$ cat config.mk
export PLATFORM = sky130hd
export DESIGN_NAME = meggitt_decoder
export DESIGN_NICKNAME = d
export VERILOG_FILES = /design/src/rtl/meggitt_pkg.sv /design/src/rtl/meggitt_syndrome.sv /design/src/rtl/meggitt_ctrl.sv /design/src/rtl/meggitt_datapath.sv /design/src/rtl/meggitt_decoder.sv
export SDC_FILE = /design/constraint.sdc
export NUM_CORES = 1
export LEC_CHECK = 0
export BUFFER_PORTS_ARGS = -buffer_cell sky130_fd_sc_hd__buf_2
export CAP_MARGIN = 25
export CELL_PAD_IN_SITES_DETAIL_PLACEMENT = 0
export CELL_PAD_IN_SITES_GLOBAL_PLACEMENT = 1
export CORE_MARGIN = 4
export CORE_UTILIZATION = 36
export DETAILED_ROUTE_END_ITERATION = 8
export PLACE_DENSITY_LB_ADDON = 0.1
export SYNTH_ARGS = -nofsm -noshare
export SYNTH_HDL_FRONTEND = slang
export SYNTH_SLANG_ARGS = --single-unit
$ cat constraint.sdc
create_clock -name clk -period 1.2 [get_ports clk]
set_input_delay 0.12 -clock clk [delete_from_list [all_inputs] [get_ports clk]]
set_output_delay 0.12 -clock clk [all_outputs]
set_load 0.01 [all_outputs]
$ cat src/rtl/meggitt_pkg.sv
package meggitt_pkg;

  typedef enum logic {
    PH_LOAD  = 1'b0,
    PH_DRAIN = 1'b1
  } phase_e;

  // Strobes from control to datapath
  typedef struct packed {
    logic takeBit;   // accept a received bit this cycle
    logic firstBit;  // the accepted bit starts a new word
    logic drainBit;  // emit one corrected bit this cycle
  } strobe_t;

endpackage

$ cat src/rtl/meggitt_syndrome.sv
module meggitt_syndrome #(
  parameter int          R        = 3,
  parameter logic [R:0]  GEN_POLY = 4'b1011
) (
  input  logic         clk,
  input  logic         rst,
  input  logic         stepEn,
  input  logic         startFresh,
  input  logic         feedBit,
  output logic [R-1:0] synd
);

  logic [R-1:0] baseVal;
  logic [R-1:0] nextVal;
  logic         fbBit;

  assign baseVal = startFresh ? '0 : synd;
  assign fbBit   = baseVal[R-1];

  // Division by g(x): the constant term of g is always one
  assign nextVal[0] = feedBit ^ fbBit;

  for (genvar i = 1; i < R; i++) begin : g_tap
    if (GEN_POLY[i]) begin : g_fb
      assign nextVal[i] = baseVal[i-1] ^ fbBit;
    end else begin : g_plain
      assign nextVal[i] = baseVal[i-1];
    end
  end

  always_ff @(posedge clk) begin
    if (rst) begin
      synd <= '0;
    end else if (stepEn) begin
      synd <= nextVal;
    end
  end

endmodule

$ cat src/rtl/meggitt_ctrl.sv
module meggitt_ctrl
  import meggitt_pkg::*;
#(
  parameter int N = 7
) (
  input  logic    clk,
  input  logic    rst,
  input  logic    inValid,
  output strobe_t strobe
);

  localparam int CW = (N > 2) ? $clog2(N) : 1;
  localparam logic [CW-1:0] LAST = CW'(N - 1);

  phase_e        phase;
  logic [CW-1:0] bitCnt;

  always_ff @(posedge clk) begin
    if (rst) begin
      phase  <= PH_LOAD;
      bitCnt <= '0;
    end else begin
      unique case (phase)
        PH_LOAD: begin
          if (inValid) begin
            if (bitCnt == LAST) begin
              phase  <= PH_DRAIN;
              bitCnt <= '0;
            end else begin
              bitCnt <= bitCnt + 1'b1;
            end
          end
        end
        PH_DRAIN: begin
          if (bitCnt == LAST) begin
            phase  <= PH_LOAD;
            bitCnt <= '0;
          end else begin
            bitCnt <= bitCnt + 1'b1;
          end
        end
        default: begin
          phase  <= PH_LOAD;
          bitCnt <= '0;
        end
      endcase
    end
  end

  always_comb begin
    strobe          = '0;
    strobe.takeBit  = (phase == PH_LOAD) && inValid;
    strobe.firstBit = (phase == PH_LOAD) && inValid && (bitCnt == '0);
    strobe.drainBit = (phase == PH_DRAIN);
  end

  // idle cycles during loading leave the count alone
  p_load_hold_r2: assert property (@(posedge clk) disable iff (rst)
    (phase == PH_LOAD && !inValid) |=> (phase == PH_LOAD && $stable(bitCnt)));

  // the seventh accepted bit starts the drain
  p_enter_drain_r3: assert property (@(posedge clk) disable iff (rst)
    (phase == PH_LOAD && inValid && bitCnt == LAST) |=> (phase == PH_DRAIN && bitCnt == '0));

  // the drain advances every cycle whatever the input does
  p_drain_advance_r7: assert property (@(posedge clk) disable iff (rst)
    (phase == PH_DRAIN && bitCnt != LAST) |=> (phase == PH_DRAIN && bitCnt == $past(bitCnt) + 1'b1));

  // the drain ends after its last cycle, ready for a new word
  p_drain_end_r8: assert property (@(posedge clk) disable iff (rst)
    (phase == PH_DRAIN && bitCnt == LAST) |=> (phase == PH_LOAD && bitCnt == '0));

endmodule

$ cat src/rtl/meggitt_datapath.sv
module meggitt_datapath
  import meggitt_pkg::*;
#(
  parameter int          N        = 7,
  parameter int          R        = 3,
  parameter logic [R:0]  GEN_POLY = 4'b1011
) (
  input  logic    clk,
  input  logic    rst,
  input  strobe_t strobe,
  input  logic    inBit,
  output logic    outBit,
  output logic    fixNow
);

  // Remainder of X^p modulo g(x)
  function automatic logic [R-1:0] remXpow(input int p);
    logic [R-1:0] acc;
    logic         top;
    acc    = '0;
    acc[0] = 1'b1;
    for (int j = 0; j < p; j++) begin
      top = acc[R-1];
      acc = acc << 1;
      if (top) acc = acc ^ GEN_POLY[R-1:0];
    end
    return acc;
  endfunction

  localparam logic [R-1:0] TRIGGER = remXpow(N - 1);

  logic [N-1:0] holdBuf;
  logic [R-1:0] synd;
  logic         detect;
  logic         feedBit;

  assign detect  = strobe.drainBit && (synd == TRIGGER);
  assign feedBit = strobe.takeBit ? inBit : detect;

  meggitt_syndrome #(
    .R        (R),
    .GEN_POLY (GEN_POLY)
  ) u_synd (
    .clk        (clk),
    .rst        (rst),
    .stepEn     (strobe.takeBit | strobe.drainBit),
    .startFresh (strobe.firstBit),
    .feedBit    (feedBit),
    .synd       (synd)
  );

  always_ff @(posedge clk) begin
    if (rst) begin
      holdBuf <= '0;
    end else if (strobe.takeBit) begin
      holdBuf <= {holdBuf[N-2:0], inBit};
    end else if (strobe.drainBit) begin
      holdBuf <= {holdBuf[N-2:0], 1'b0};
    end
  end

  assign outBit = holdBuf[N-1] ^ detect;
  assign fixNow = detect;

  // a repair removes the error from the syndrome
  p_clear_after_fix_r5: assert property (@(posedge clk) disable iff (rst)
    detect |=> (synd == '0));

  // once the syndrome is clear no further bit is inverted
  p_single_fix_r9: assert property (@(posedge clk) disable iff (rst)
    (strobe.drainBit && synd == '0) |=> !detect);

  // a zero syndrome never triggers a repair
  p_clean_word_r4: assert property (@(posedge clk) disable iff (rst)
    (synd == '0) |-> !detect);

endmodule

$ cat src/rtl/meggitt_decoder.sv
module meggitt_decoder
  import meggitt_pkg::*;
#(
  parameter int          N        = 7,
  parameter int          K        = 4,
  parameter logic [N-K:0] GEN_POLY = 4'b1011
) (
  input  logic clk,
  input  logic rst,
  input  logic inBit,
  input  logic inValid,
  output logic outBit,
  output logic outValid,
  output logic corrFlag
);

  localparam int R = N - K;

  strobe_t strobe;

  meggitt_ctrl #(
    .N (N)
  ) u_ctrl (
    .clk     (clk),
    .rst     (rst),
    .inValid (inValid),
    .strobe  (strobe)
  );

  meggitt_datapath #(
    .N        (N),
    .R        (R),
    .GEN_POLY (GEN_POLY)
  ) u_dp (
    .clk    (clk),
    .rst    (rst),
    .strobe (strobe),
    .inBit  (inBit),
    .outBit (outBit),
    .fixNow (corrFlag)
  );

  assign outValid = strobe.drainBit;

  // a flag can only appear alongside valid output
  p_flag_in_drain_r3: assert property (@(posedge clk) disable iff (rst)
    corrFlag |-> outValid);

endmodule

== Word level (Yosys, flattened, before mapping) ==
Index checks and enable logic that the tools add are counted.

* Register bits after elaboration: 14
* Input bits: 4
* Output and inout bits: 3

* Muxes and demuxes: 11
* Bitwise operators: 5
* Reduce and logical (&&, ||, !) cells: 5
* Equality and inequality tests: 3
* Add/sub/neg operators: 1

{| class="wikitable"
|+ Operators with widths
! operator !! count
|-
| $mux 7 || 2
|-
| $mux 3 || 3
|-
| $eq 3x3->1 const B || 2
|-
| $pmux 3 s2 || 1
|-
| $mux 1 || 4
|-
| $add 3x1->3 const B || 1
|-
| $logic_and 1x1->1 || 3
|-
| $logic_not 3->1 || 1
|-
| $xor 1x1->1 || 3
|-
| $ne 2x2->1 const B || 1
|-
| $pmux 1 s2 || 1
|-
| $reduce_bool 2->1 || 1
|-
| $not 1->1 || 1
|-
| $or 1x1->1 || 1
|}

== Longest topological paths before layout ==
Gate-level depths: netlist (run 1).

* Depth in word-level cells: 5
* Depth in mapped cells: 5

== Cells and area by module ==
Synthesis (run 1) repeated with hierarchy kept, for this count alone.

* Cell total of the unflattened synthesis: 73
* Area total of the unflattened synthesis: 705.7 sq um

{| class="wikitable"
|+ Modules (own cells, without submodules)
! module !! cells each !! instances !! area each (sq um)
|-
| meggitt_datapath || 35 || 1 || 325.3
|-
| meggitt_ctrl || 23 || 1 || 227.7
|-
| meggitt_syndrome || 15 || 1 || 152.6
|}

== Worst setup path after synthesis (run 1) ==
No wires, ideal clock.

* Path kind: register to register
* Start: reg u_ctrl.phase
* End: reg u_dp.u_synd.synd[0]
* Slack: -0.137 ns
* Arrival time: 1.275 ns
* Clock period less this slack: 1.337 ns
* Stages on the path, launching flop included: 5
* Buffers on the path: 0
* Data required time: 1.138 ns
* Setup time: 0.062 ns
* Cells stage by stage: dfxtp_1 and4b_2 a31oi_2 or4_1 nand3_1

* Elaborated cells on any way between the ends: 8
* Classes of those cells: mux: 2; bitwise: 3; reduce/logical: 3

{| class="wikitable"
|+ RTL lines
! item !! RTL line !! text
|-
| start, declared || meggitt_ctrl.sv:15 || <nowiki>phase_e phase;</nowiki>
|-
| start signal, assigned || meggitt_ctrl.sv:20 || <nowiki>phase <= PH_LOAD;</nowiki>
|-
| start signal, assigned || meggitt_ctrl.sv:27 || <nowiki>phase <= PH_DRAIN;</nowiki>
|-
| start signal, assigned || meggitt_ctrl.sv:36 || <nowiki>phase <= PH_LOAD;</nowiki>
|-
| $logic_and 1x1->1 || meggitt_datapath.sv:37 || <nowiki>assign detect = strobe.drainBit && (synd == TRIGGER);</nowiki>
|-
| net corrFlag || meggitt_decoder.sv:14 || <nowiki>output logic corrFlag</nowiki>
|-
| $mux 1 || meggitt_datapath.sv:38 || <nowiki>assign feedBit = strobe.takeBit ? inBit : detect;</nowiki>
|-
| $xor 1x1->1 || meggitt_syndrome.sv:21 || <nowiki>assign nextVal[0] = feedBit ^ fbBit;</nowiki>
|-
| end signal, assigned || meggitt_syndrome.sv:35 || <nowiki>synd <= nextVal;</nowiki>
|-
| end, declared || meggitt_syndrome.sv:10 || <nowiki>output logic [R-1:0] synd</nowiki>
|}

The timed path passes the listed nets, and every way through them passes these cells.
A chain may end at the register's enable or synchronous reset.

== Final worst setup path (run 1) ==
* Start: reg u_dp.u_synd.synd[1]
* End: out outBit

* Word-level cells in the longest chain between the ends: 3

{| class="wikitable"
|+ Ends and longest elaborated chain
! item !! RTL line !! text
|-
| $eq 3x3->1 || meggitt_datapath.sv:37 ||
|-
| $logic_and 1x1->1 || meggitt_datapath.sv:37 ||
|-
| $xor 1x1->1 || meggitt_datapath.sv:62 || <nowiki>assign outBit = holdBuf[N-1] ^ detect;</nowiki>
|-
| end, declared || meggitt_decoder.sv:12 || <nowiki>output logic outBit,</nowiki>
|}

Every way passes these cells.

==> flow_summary.json, run 1 <==
{
  "r2r_start": "u_dp.u_synd.synd[1]$_SDFFE_PP0P_",
  "highest_layer": "met4",
  "grt_use_total_pct": 13.3,
  "n_fill_cell": 146,
  "cts_max_level": 1,
  "worst_hold_path.endpoint": "u_dp.u_synd.synd[0]$_SDFFE_PP0P_",
  "layout.nets": 104,
  "worstPathArrival_ps": 1280,
  "setup.worst_path.start_class": "flip-flop",
  "area_delta_synth_final_pct": 41.8,
  "layout-drive-gt1-share_pct": 41.4,
  "vias": 604,
  "viasPerCell": 5.25,
  "synth_edf_count": 0,
  "die_y_um": 49.2,
  "synthArstFlopShare_pct": 0,
  "grt_pass1_wl_um": 2360,
  "cpLargestDelayFamily": "flip-flops",
  "holdPathStages": 3,
  "swShare_pct": 24.5,
  "yosys.area_share.adder_pct": 0,
  "cts_tree": "done",
  "synth_top_family_by_area": "simple AND/OR/NAND/NOR gates",
  "slowest_stage": "dfxtp_2",
  "cp_max_fo": 2,
  "avgSynthCellArea_um2": 8.25,
  "reg2reg_slack_ps": -190,
  "io_pins": 7,
  "ff2ff_path_depth": 6,
  "hp-class": "in -> reg",
  "diodes": 0,
  "setup.worst_path.end_class": "primary output",
  "synth_compound_area_share_pct": 15.6,
  "timing.rr.end": "u_dp.u_synd.synd[0]$_SDFFE_PP0P_",
  "crit_chain": "and4b_2, buf_6, xor2_1, buf_2",
  "placed_area_um2": 733,
  "die_w_um": 49.2,
  "rsz0062_at_grt": "true",
  "cts-hold-fix-buffers": 0,
  "regArea_um2": 289,
  "core_area_um2": 1560,
  "muxShareOfSynthArea_pct": 3.28,
  "fin_crit_sh_pct": 117,
  "ys_seq_elements": 14,
  "antenna_found_initial": 0,
  "insertion_delay_ps": 290,
  "p_seq_share_pct": 51.3,
  "cap_violations": 0,
  "syn-num-nets": 78,
  "met2_length_um": 693,
  "drt_first_iter_violations": 6,
  "wire_per_inst_um": 13.3,
  "power.density_nw_per_um2": 1090,
  "clkPwrFrac_pct": 37.4,
  "yosys.area_share.xor_xnor_pct": 2.87,
  "hp-start": "rst",
  "cts_root_buf": "clkbuf_4",
  "fin_hold_ws_ps": 104,
  "synthCells": 74,
  "cpPeakStageDelay_ps": 330,
  "dp_hpwl_um": 932,
  "ctsLongestPathBuffers": 2,
  "drv_slew": 0,
  "worst_pin_slew_ps": 182,
  "port_buffers": 6,
  "synth-main-ff-cell": "dfxtp_1",
  "globalRouteOverflowTotal": 0,
  "synth-simple-area-share_pct": 29.5,
  "crit_required_ps": 1080,
  "peakVddDrop_v": 0.000527,
  "status": "finished, violations left",
  "die-area_um2": 2420,
  "ys_types": 25,
  "wirelength_um": 1520,
  "multiInputGateArea_um2": 334,
  "seq_area_frac_synth_pct": 45.9,
  "wl_met3_um": 54,
  "ant_nets": 0,
  "setup_slack_ps": -204,
  "fp-row-count": 14,
  "relSlewSlack_pct": 87.8,
  "drtPass1Iterations": 4,
  "path_buf_inv": 2,
  "numCtsBuffers": 3,
  "post-route-min-period_ps": 1400,
  "start_util_pct": 39.2,
  "final-hold-violation-count": 0,
  "grt_pass1_vias": 529,
  "fmax_ghz": 0.712,
  "clkSinkCount": 14,
  "fin_skew_ps": 2.08,
  "leakage_uw": 0.000360,
  "syn_area_um2": 611,
  "wl_met1_um": 663,
  "p_int_uw": 710,
  "critical_path_class": "reg -> out",
  "gp_congestion": 0.800,
  "setup_viol": 3,
  "final_cell_area_um2": 866,
  "switchingPower_uw": 231,
  "yosysWarnings": 0,
  "drc": 0,
  "p_comb_share_pct": 11.3,
  "grt_max_degree": 16,
  "violations": "setup timing",
  "clk_pin_slew_worst_paths_ps": 90
}
==> final cells by class <==
cell class                      count  area share [%]
Timing Repair Buffer               24            21.1
Tap cell                           16            2.31
Inverter                            1           0.434
Multi-Input combinational cell     56            38.6
Clock buffer                        4            4.19
Sequential cell                    14            33.4
==> cell families (layout without fill, tap and decap cells) <==
| logic type | count (synthesis) | after routing |
|---|---|---|
| flops | 14 | 14 |
| simple gates | 36 | 36 |
| buf+inv | 4 | 29 |
| mux | 2 | 2 |
| xor+xnor | 2 | 2 |
| compound gates | 16 | 16 |
==> power groups by stage <==
stage / Combinational (uW) / Clock (uW) / Sequential [uW]
6_report: 106 / 352 / 482
5_1_grt: 115 / 373 / 484
4_1_cts: 93.2 / 358 / 480
3_5_place_dp: 87.8 / 0 / 491
3_3_place_gp: 87.7 / 0 / 491
2_1_floorplan: 46.1 / 0 / 493
==> stage by stage <==
stage	total power (uW)	instances	TNS, ps	worst slack [ps]	util [%]
after floorplan	539	74	-21.5	-21.5	-
after global placement	579	104	-11.0	-11.0	47.0
after detailed placement	579	104	-38.3	-38.3	47.0
after CTS	931	113	-502	-209	53.3
after global routing	972	115	-726	-271	55.5
final	941	115	-538	-204	55.5
==> metal layers <==
layer  global-route usage, %  up-vias
met5                       0        -
met4                    12.3        0
met3                    3.67       11
met2                    20.5       19
met1                    14.7      268
li1                        -      306
==> worst max-delay path by stage <==
stage	from	end	slack, ps	depth (start not counted)
floorplan	u_ctrl.phase$_SDFF_PP0_	u_dp.u_synd.synd[0]$_SDFFE_PP0P_	-20	4
CTS	u_dp.u_synd.synd[1]$_SDFFE_PP0P_	outBit	-210	4
finish	u_dp.u_synd.synd[1]$_SDFFE_PP0P_	outBit	-200	4
detailed placement	u_ctrl.bitCnt[2]$_SDFFE_PP0P_	u_dp.u_synd.synd[0]$_SDFFE_PP0P_	-40	4
global placement	u_ctrl.bitCnt[2]$_SDFFE_PP0P_	u_dp.u_synd.synd[0]$_SDFFE_PP0P_	-10	4
global route	u_dp.u_synd.synd[1]$_SDFFE_PP0P_	outBit	-270	4
==> synthesized netlist by cell type (2+ instances only) <==
master    number  area (um2)
dfxtp_1       14         280
nor2_1         8        30.0
nand2_1       16        60.1
buf_2          2        10.0
a211oi_1       2        15.0
nand3_1        2        10.0
a21oi_1       11        55.1
mux2i_1        2        20.0
==> flip-flops by register name, summed over array words and instances (netlist names) <==
signal            flops
u_dp.holdBuf          7
u_dp.u_synd.synd      3
u_ctrl.bitCnt         3
u_ctrl.phase          1
==> worst register-to-register path, stage by stage (launching register included) <==
cell,delay [ps]
dfxtp_2,330
and4b_2,300
buf_4,110
buf_4,90
a31oi_2,30
or4_1,400
nand3_1,80
==> cell usage in the layout, fill, tap and decap left out, drive strengths merged, types with 2 or more instances in the layout <==
| master | instances |
|---|---|
| buf | 24 |
| nand2 | 16 |
| dfxtp | 14 |
| a21oi | 11 |
| nor2 | 8 |
| clkbuf | 4 |
| mux2i | 2 |
| a211oi | 2 |
| nand3 | 2 |
| nor3 | 2 |
| and2b | 2 |
==> repair_timing <==
item | CTS | global route
pin swaps | 1 | 1
setup endpoints to repair | 4 | 7
setup buffers | 5 | 2
resized for setup | 7 | 7
Power figures use the tool's default switching activity.
==> run 2: changes to the inputs <==
Settings changed: SETUP_SLACK_MARGIN from default to 0.1.
==> flow_summary.json, run 2 (same netlist as run 1, synthesis figures left out) <==
{
  "final-hold-violation-count": 0,
  "die-area_um2": 2420,
  "critical_path_class": "reg -> out",
  "fmax_ghz": 0.716,
  "wirelength_um": 1580,
  "insertion_delay_ps": 280,
  "grt_pass1_vias": 534,
  "globalRouteOverflowTotal": 0,
  "busiest_layer": "met2",
  "cpPeakStageDelay_ps": 330,
  "grt_max_degree": 16,
  "cts_tree": "done",
  "antenna_found_initial": 0,
  "cp_max_fo": 2,
  "setup.worst_path.start_class": "flip-flop",
  "fin_hold_ws_ps": 125,
  "cpLargestDelayFamily": "flip-flops",
  "fin_skew_ps": 7.50,
  "crit_chain": "and4b_2, buf_6, xor2_1, buf_2",
  "gp_congestion": 0.931,
  "met3_usage_pct": 4.28,
  "drc": 0,
  "pre_cts_ws_ps": -43.1,
  "ant_nets": 0,
  "drv_slew": 0,
  "fin_crit_sh_pct": 116,
  "fp-row-count": 14,
  "post-route-min-period_ps": 1400,
  "grt_util_met2_pct": 20.8,
  "grt_pass1_wl_um": 2460,
  "viasPerCell": 5.15,
  "clk_pin_slew_worst_paths_ps": 90,
  "grt_use_total_pct": 13.8,
  "crit_required_ps": 1080,
  "path_buf_inv": 2,
  "numCtsBuffers": 3,
  "setup.worst_path.end_class": "primary output",
  "io_pins": 7,
  "peakVddDrop_v": 0.000741,
  "clkSinkCount": 14,
  "n_fill_cell": 136,
  "placed_area_um2": 741,
  "cts_max_level": 1,
  "area_delta_synth_final_pct": 58.2,
  "cap_violations": 0,
  "die_w_um": 49.2,
  "final_cell_area_um2": 966,
  "largest_register_ffs": 7,
  "largest_registers": "u_dp.holdBuf (7), u_ctrl.bitCnt (3), u_dp.u_synd.synd (3)",
  "start_util_pct": 39.2,
  "wire_per_inst_um": 13.2,
  "layout-drive-gt1-share_pct": 56.3,
  "tns_ps": -610,
  "slowest_stage": "dfxtp_2",
  "status": "finished, violations left",
  "leakage_uw": 0.000390,
  "die_y_um": 49.2,
  "layout.nets": 108,
  "relSlewSlack_pct": 83.0,
  "drtPass1Iterations": 2,
  "worst_pin_slew_ps": 249,
  "setup_viol": 6,
  "setup_slack_ps": -196,
  "cts-hold-fix-buffers": 0,
  "met1_usage_pct": 16.7,
  "diodes": 0,
  "power.density_nw_per_um2": 986,
  "cts_root_buf": "clkbuf_4",
  "rsz0062_at_grt": "true",
  "hp-class": "in -> reg",
  "violations": "setup timing",
  "layout_commonest_cell": "buf_4",
  "drt_first_iter_violations": 7,
  "final_cell_mix": "buf_4 (14), nand2_1 (10), buf_6 (9)",
  "reg2reg_slack_ps": -200,
  "ctsLongestPathBuffers": 2,
  "port_buffers": 6,
  "worstPathArrival_ps": 1280,
  "dp_hpwl_um": 907,
  "core_area_um2": 1560,
  "regMostFlops": "u_dp.holdBuf",
  "vias": 613
}
==> run 2: cell types whose count changed in the layout (fill, tap and decap cells not counted), sizes merged <==
cell | before | now
or2 | 1 | 2
buf | 24 | 27
==> run 2: layout make-up <==
| type | instances | area [um2] | share of cell area (%) |
|---|---|---|---|
| repair buffers | 27 | 226 | 23.4 |
| multi-input cells | 57 | 388 | 40.2 |
| clock buffers | 4 | 36.3 | 3.76 |
| well taps | 16 | 20.0 | 2.07 |
| inverters | 1 | 3.75 | 0.389 |
| flip-flops and latches | 14 | 292 | 30.2 |
==> run 2: path summary, 6_finish.rpt <==
check,to,cells after the start,from
setup / recovery,outBit,4,u_dp.u_synd.synd[1]$_SDFFE_PP0P_
hold / removal,u_dp.u_synd.synd[0]$_SDFFE_PP0P_,3,rst
setup reg to reg,u_dp.u_synd.synd[0]$_SDFFE_PP0P_,5,u_ctrl.phase$_SDFF_PP0_
hold reg to reg,u_dp.holdBuf[2]$_SDFFE_PP0P_,2,u_dp.holdBuf[1]$_SDFFE_PP0P_
==> run 2: metal layers <==
layer | vias up | wire (um)
met5 | - | 0
met2 | 7 | 801
met1 | 290 | 711
met3 | 2 | 49
li1 | 314 | -
met4 | 0 | 13
==> run 2: tightest hold or removal path, stage by stage <==
cell and delay [ps]:
buf_2 90, or4_1 100, nand3_1 60
==> run 2: power by group <==
part | total [uW] | switching, uW | internal [uW]
registers | 483 | 8.90 | 474
logic | 125 | 65.4 | 59.5
clock network | 344 | 160 | 184
==> run 2: timing repair <==
action,CTS,global route
resized for setup,17,19
gates cloned,1,0
setup buffers,4,6
endpoints found under the setup margin,13,17
pin swaps,17,5
==> run 2: metrics by stage <==
| step | utilization [%] | total power (uW) | cells |
|---|---|---|---|
| global route | 62.0 | 1000 | 119 |
| detailed placement | 47.5 | 577 | 105 |
| CTS | 55.9 | 939 | 114 |
| global placement | 47.5 | 576 | 105 |
| floorplan | - | 542 | 74 |
| finish | 62.0 | 952 | 119 |
==> run 3: changes to the inputs <==
--- a/config.mk
+++ b/config.mk
@@ -12,3 +12,3 @@
 export CORE_MARGIN = 4
-export CORE_UTILIZATION = 36
+export CORE_UTILIZATION = 38
 export DETAILED_ROUTE_END_ITERATION = 8
@@ -16,2 +16,3 @@
 export SETUP_SLACK_MARGIN = 0.1
+export SLEW_MARGIN = 30
 export SYNTH_ARGS = -nofsm -noshare
==> constraint.sdc (replaced) <==
create_clock -name clk -period 1.5 [get_ports clk]
set_input_delay 0.075 -clock clk [delete_from_list [all_inputs] [get_ports clk]]
set_output_delay 0.075 -clock clk [all_outputs]
set_load 0.01 [all_outputs]
==> flow_summary.json, run 3 (same netlist as run 1, synthesis figures left out) <==
{
  "status": "complete, no violations",
  "fin_crit_sh_pct": 86.8,
  "grt_use_total_pct": 12.7,
  "cap_violations": 0,
  "regMostFlops": "u_dp.holdBuf",
  "relSlewSlack_pct": 81.1,
  "die_w_um": 48.1,
  "post-place-cells": 95,
  "setup_viol": 0,
  "antenna_found_initial": 0,
  "rsz0062_at_grt": "true",
  "cp_max_fo": 6,
  "cts-hold-fix-buffers": 0,
  "largest_registers": "u_dp.holdBuf (7), u_ctrl.bitCnt (3), u_dp.u_synd.synd (3)",
  "drc": 0,
  "globalRouteOverflowTotal": 0,
  "fin_util_pct": 47.1,
  "grt_pass1_vias": 461,
  "post-route-min-period_ps": 1300,
  "layout-drive-gt1-share_pct": 22.9,
  "pre_cts_ws_ps": 156,
  "layout.nets": 88,
  "wirelength_um": 1160,
  "setup.worst_path.start_class": "flip-flop",
  "fp-row-count": 14,
  "worst_hold_path.endpoint": "u_dp.holdBuf[0]$_SDFFE_PP0P_",
  "timing.rr.end": "u_dp.u_synd.synd[0]$_SDFFE_PP0P_",
  "tns_ps": 0,
  "instances_no_fill": 99,
  "largest_register_ffs": 7,
  "wire_per_inst_um": 11.7,
  "insertion_delay_ps": 280,
  "leakage_uw": 0.000269,
  "setup_slack_ps": 198,
  "viasPerCell": 5.07,
  "hp-start": "inBit",
  "hp-class": "in -> reg",
  "final_cell_mix": "nand2_1 (16), dfxtp_1 (12), a21oi_1 (11)",
  "cts_tree": "done",
  "area_delta_synth_final_pct": 16.2,
  "grt_pass1_wl_um": 2010,
  "holdPathStages": 3,
  "die_y_um": 48.1,
  "grt_max_degree": 17,
  "die-area_um2": 2310,
  "drv_slew": 0,
  "final_cell_area_um2": 709,
  "placed_area_um2": 662,
  "clkSinkCount": 14,
  "layout_commonest_cell": "nand2_1",
  "reg2reg_slack_ps": 200,
  "crit_required_ps": 1730,
  "io_pins": 7,
  "critical_path_class": "reg -> reg",
  "power.density_nw_per_um2": 1020,
  "cts_root_buf": "clkbuf_4",
  "worst_pin_slew_ps": 283,
  "numCtsBuffers": 3,
  "fin_skew_ps": 2.29,
  "setup.worst_path.end_class": "flip-flop",
  "worstPathArrival_ps": 1530,
  "ant_nets": 0,
  "drtPass1Iterations": 2,
  "r2r_start": "u_ctrl.bitCnt[1]$_SDFFE_PP0P_",
  "core_area_um2": 1510,
  "diodes": 0,
  "gp_congestion": 0.743,
  "clk_pin_slew_worst_paths_ps": 90,
  "cts_setup_buffers": 0,
  "fmax_ghz": 0.768,
  "dp_hpwl_um": 791,
  "ctsLongestPathBuffers": 2,
  "cts_max_level": 1,
  "vias": 502,
  "final-hold-violation-count": 0,
  "start_util_pct": 40.5,
  "peakVddDrop_v": 0.000447,
  "ff2ff_path_depth": 4,
  "port_buffers": 6,
  "drt_first_iter_violations": 9
}
==> run 3: cell count changes in the layout (fill, tap and decap cells not counted), moves of 2 or more <==
| cell | delta |
|---|---|
| a21oi_1 | +3 |
| buf_4 | -12 |
| nand2_2 | -6 |
| nand2_1 | +6 |
| buf_6 | -9 |
| buf_2 | +2 |
| dfxtp_1 | +5 |
| a21oi_2 | -3 |
| or2_4 | -2 |
| dfxtp_2 | -5 |
==> run 3: what timing repair did <==
| item | 4_1_cts | 5_1_grt |
|---|---|---|
| pin swaps | 0 | 1 |
| endpoints found under the setup margin | 1 | 2 |
| resized for setup | 1 | 3 |
==> run 3: metal layers <==
layer  vias to the layer above  GRT usage, %  wire length [um]
li1                        270             -                 -
met1                       226          17.1               620
met2                         4          17.7               492
met3                         2          4.51                38
met4                         0          6.45                10
met5                         -             0                 0
==> run 3: layout make-up <==
| cell class | count | area (um2) |
|---|---|---|
| Multi-Input combinational cell | 56 | 319 |
| Timing Repair Buffer | 8 | 45.0 |
| Clock buffer | 4 | 36.3 |
| Tap cell | 16 | 20.0 |
| Inverter | 1 | 3.75 |
| Fill cell | 157 | 797 |
| Sequential cell | 14 | 285 |
==> run 3: per-stage QoR <==
stage / power (uW) / hold WS [ps]
floorplan: 434 / 144
global placement: 454 / 413
detailed placement: 455 / 403
CTS: 735 / 119
global route: 761 / 124
finish: 720 / 132
==> run 3: worst max path at each step <==
stage | startpoint | endpoint | slack [ps] | cells past startpoint
global route | u_ctrl.bitCnt[1]$_SDFFE_PP0P_ | u_dp.u_synd.synd[0]$_SDFFE_PP0P_ | 80 | 4
global placement | u_ctrl.phase$_SDFF_PP0_ | u_dp.u_synd.synd[0]$_SDFFE_PP0P_ | 170 | 4
finish | u_ctrl.bitCnt[1]$_SDFFE_PP0P_ | u_dp.u_synd.synd[0]$_SDFFE_PP0P_ | 200 | 4
floorplan | u_ctrl.phase$_SDFF_PP0_ | u_dp.u_synd.synd[0]$_SDFFE_PP0P_ | 160 | 4
CTS | u_ctrl.phase$_SDFF_PP0_ | outBit | 150 | 3
detailed placement | u_ctrl.phase$_SDFF_PP0_ | u_dp.u_synd.synd[0]$_SDFFE_PP0P_ | 160 | 4
==> run 3: power by group <==
| group | internal, uW | switching [uW] | total [uW] |
|---|---|---|---|
| Sequential | 378 | 8.50 | 387 |
| Clock | 148 | 126 | 274 |
| Combinational | 25.7 | 34.0 | 59.7 |
| Total | 552 | 168 | 720 |
==> run 3: critical path, stage by stage, from the launching register on <==
cell	delay, ps
dfxtp_1	380
nor3_4	230
a21boi_1	100
or4_1	470
nand3_1	80
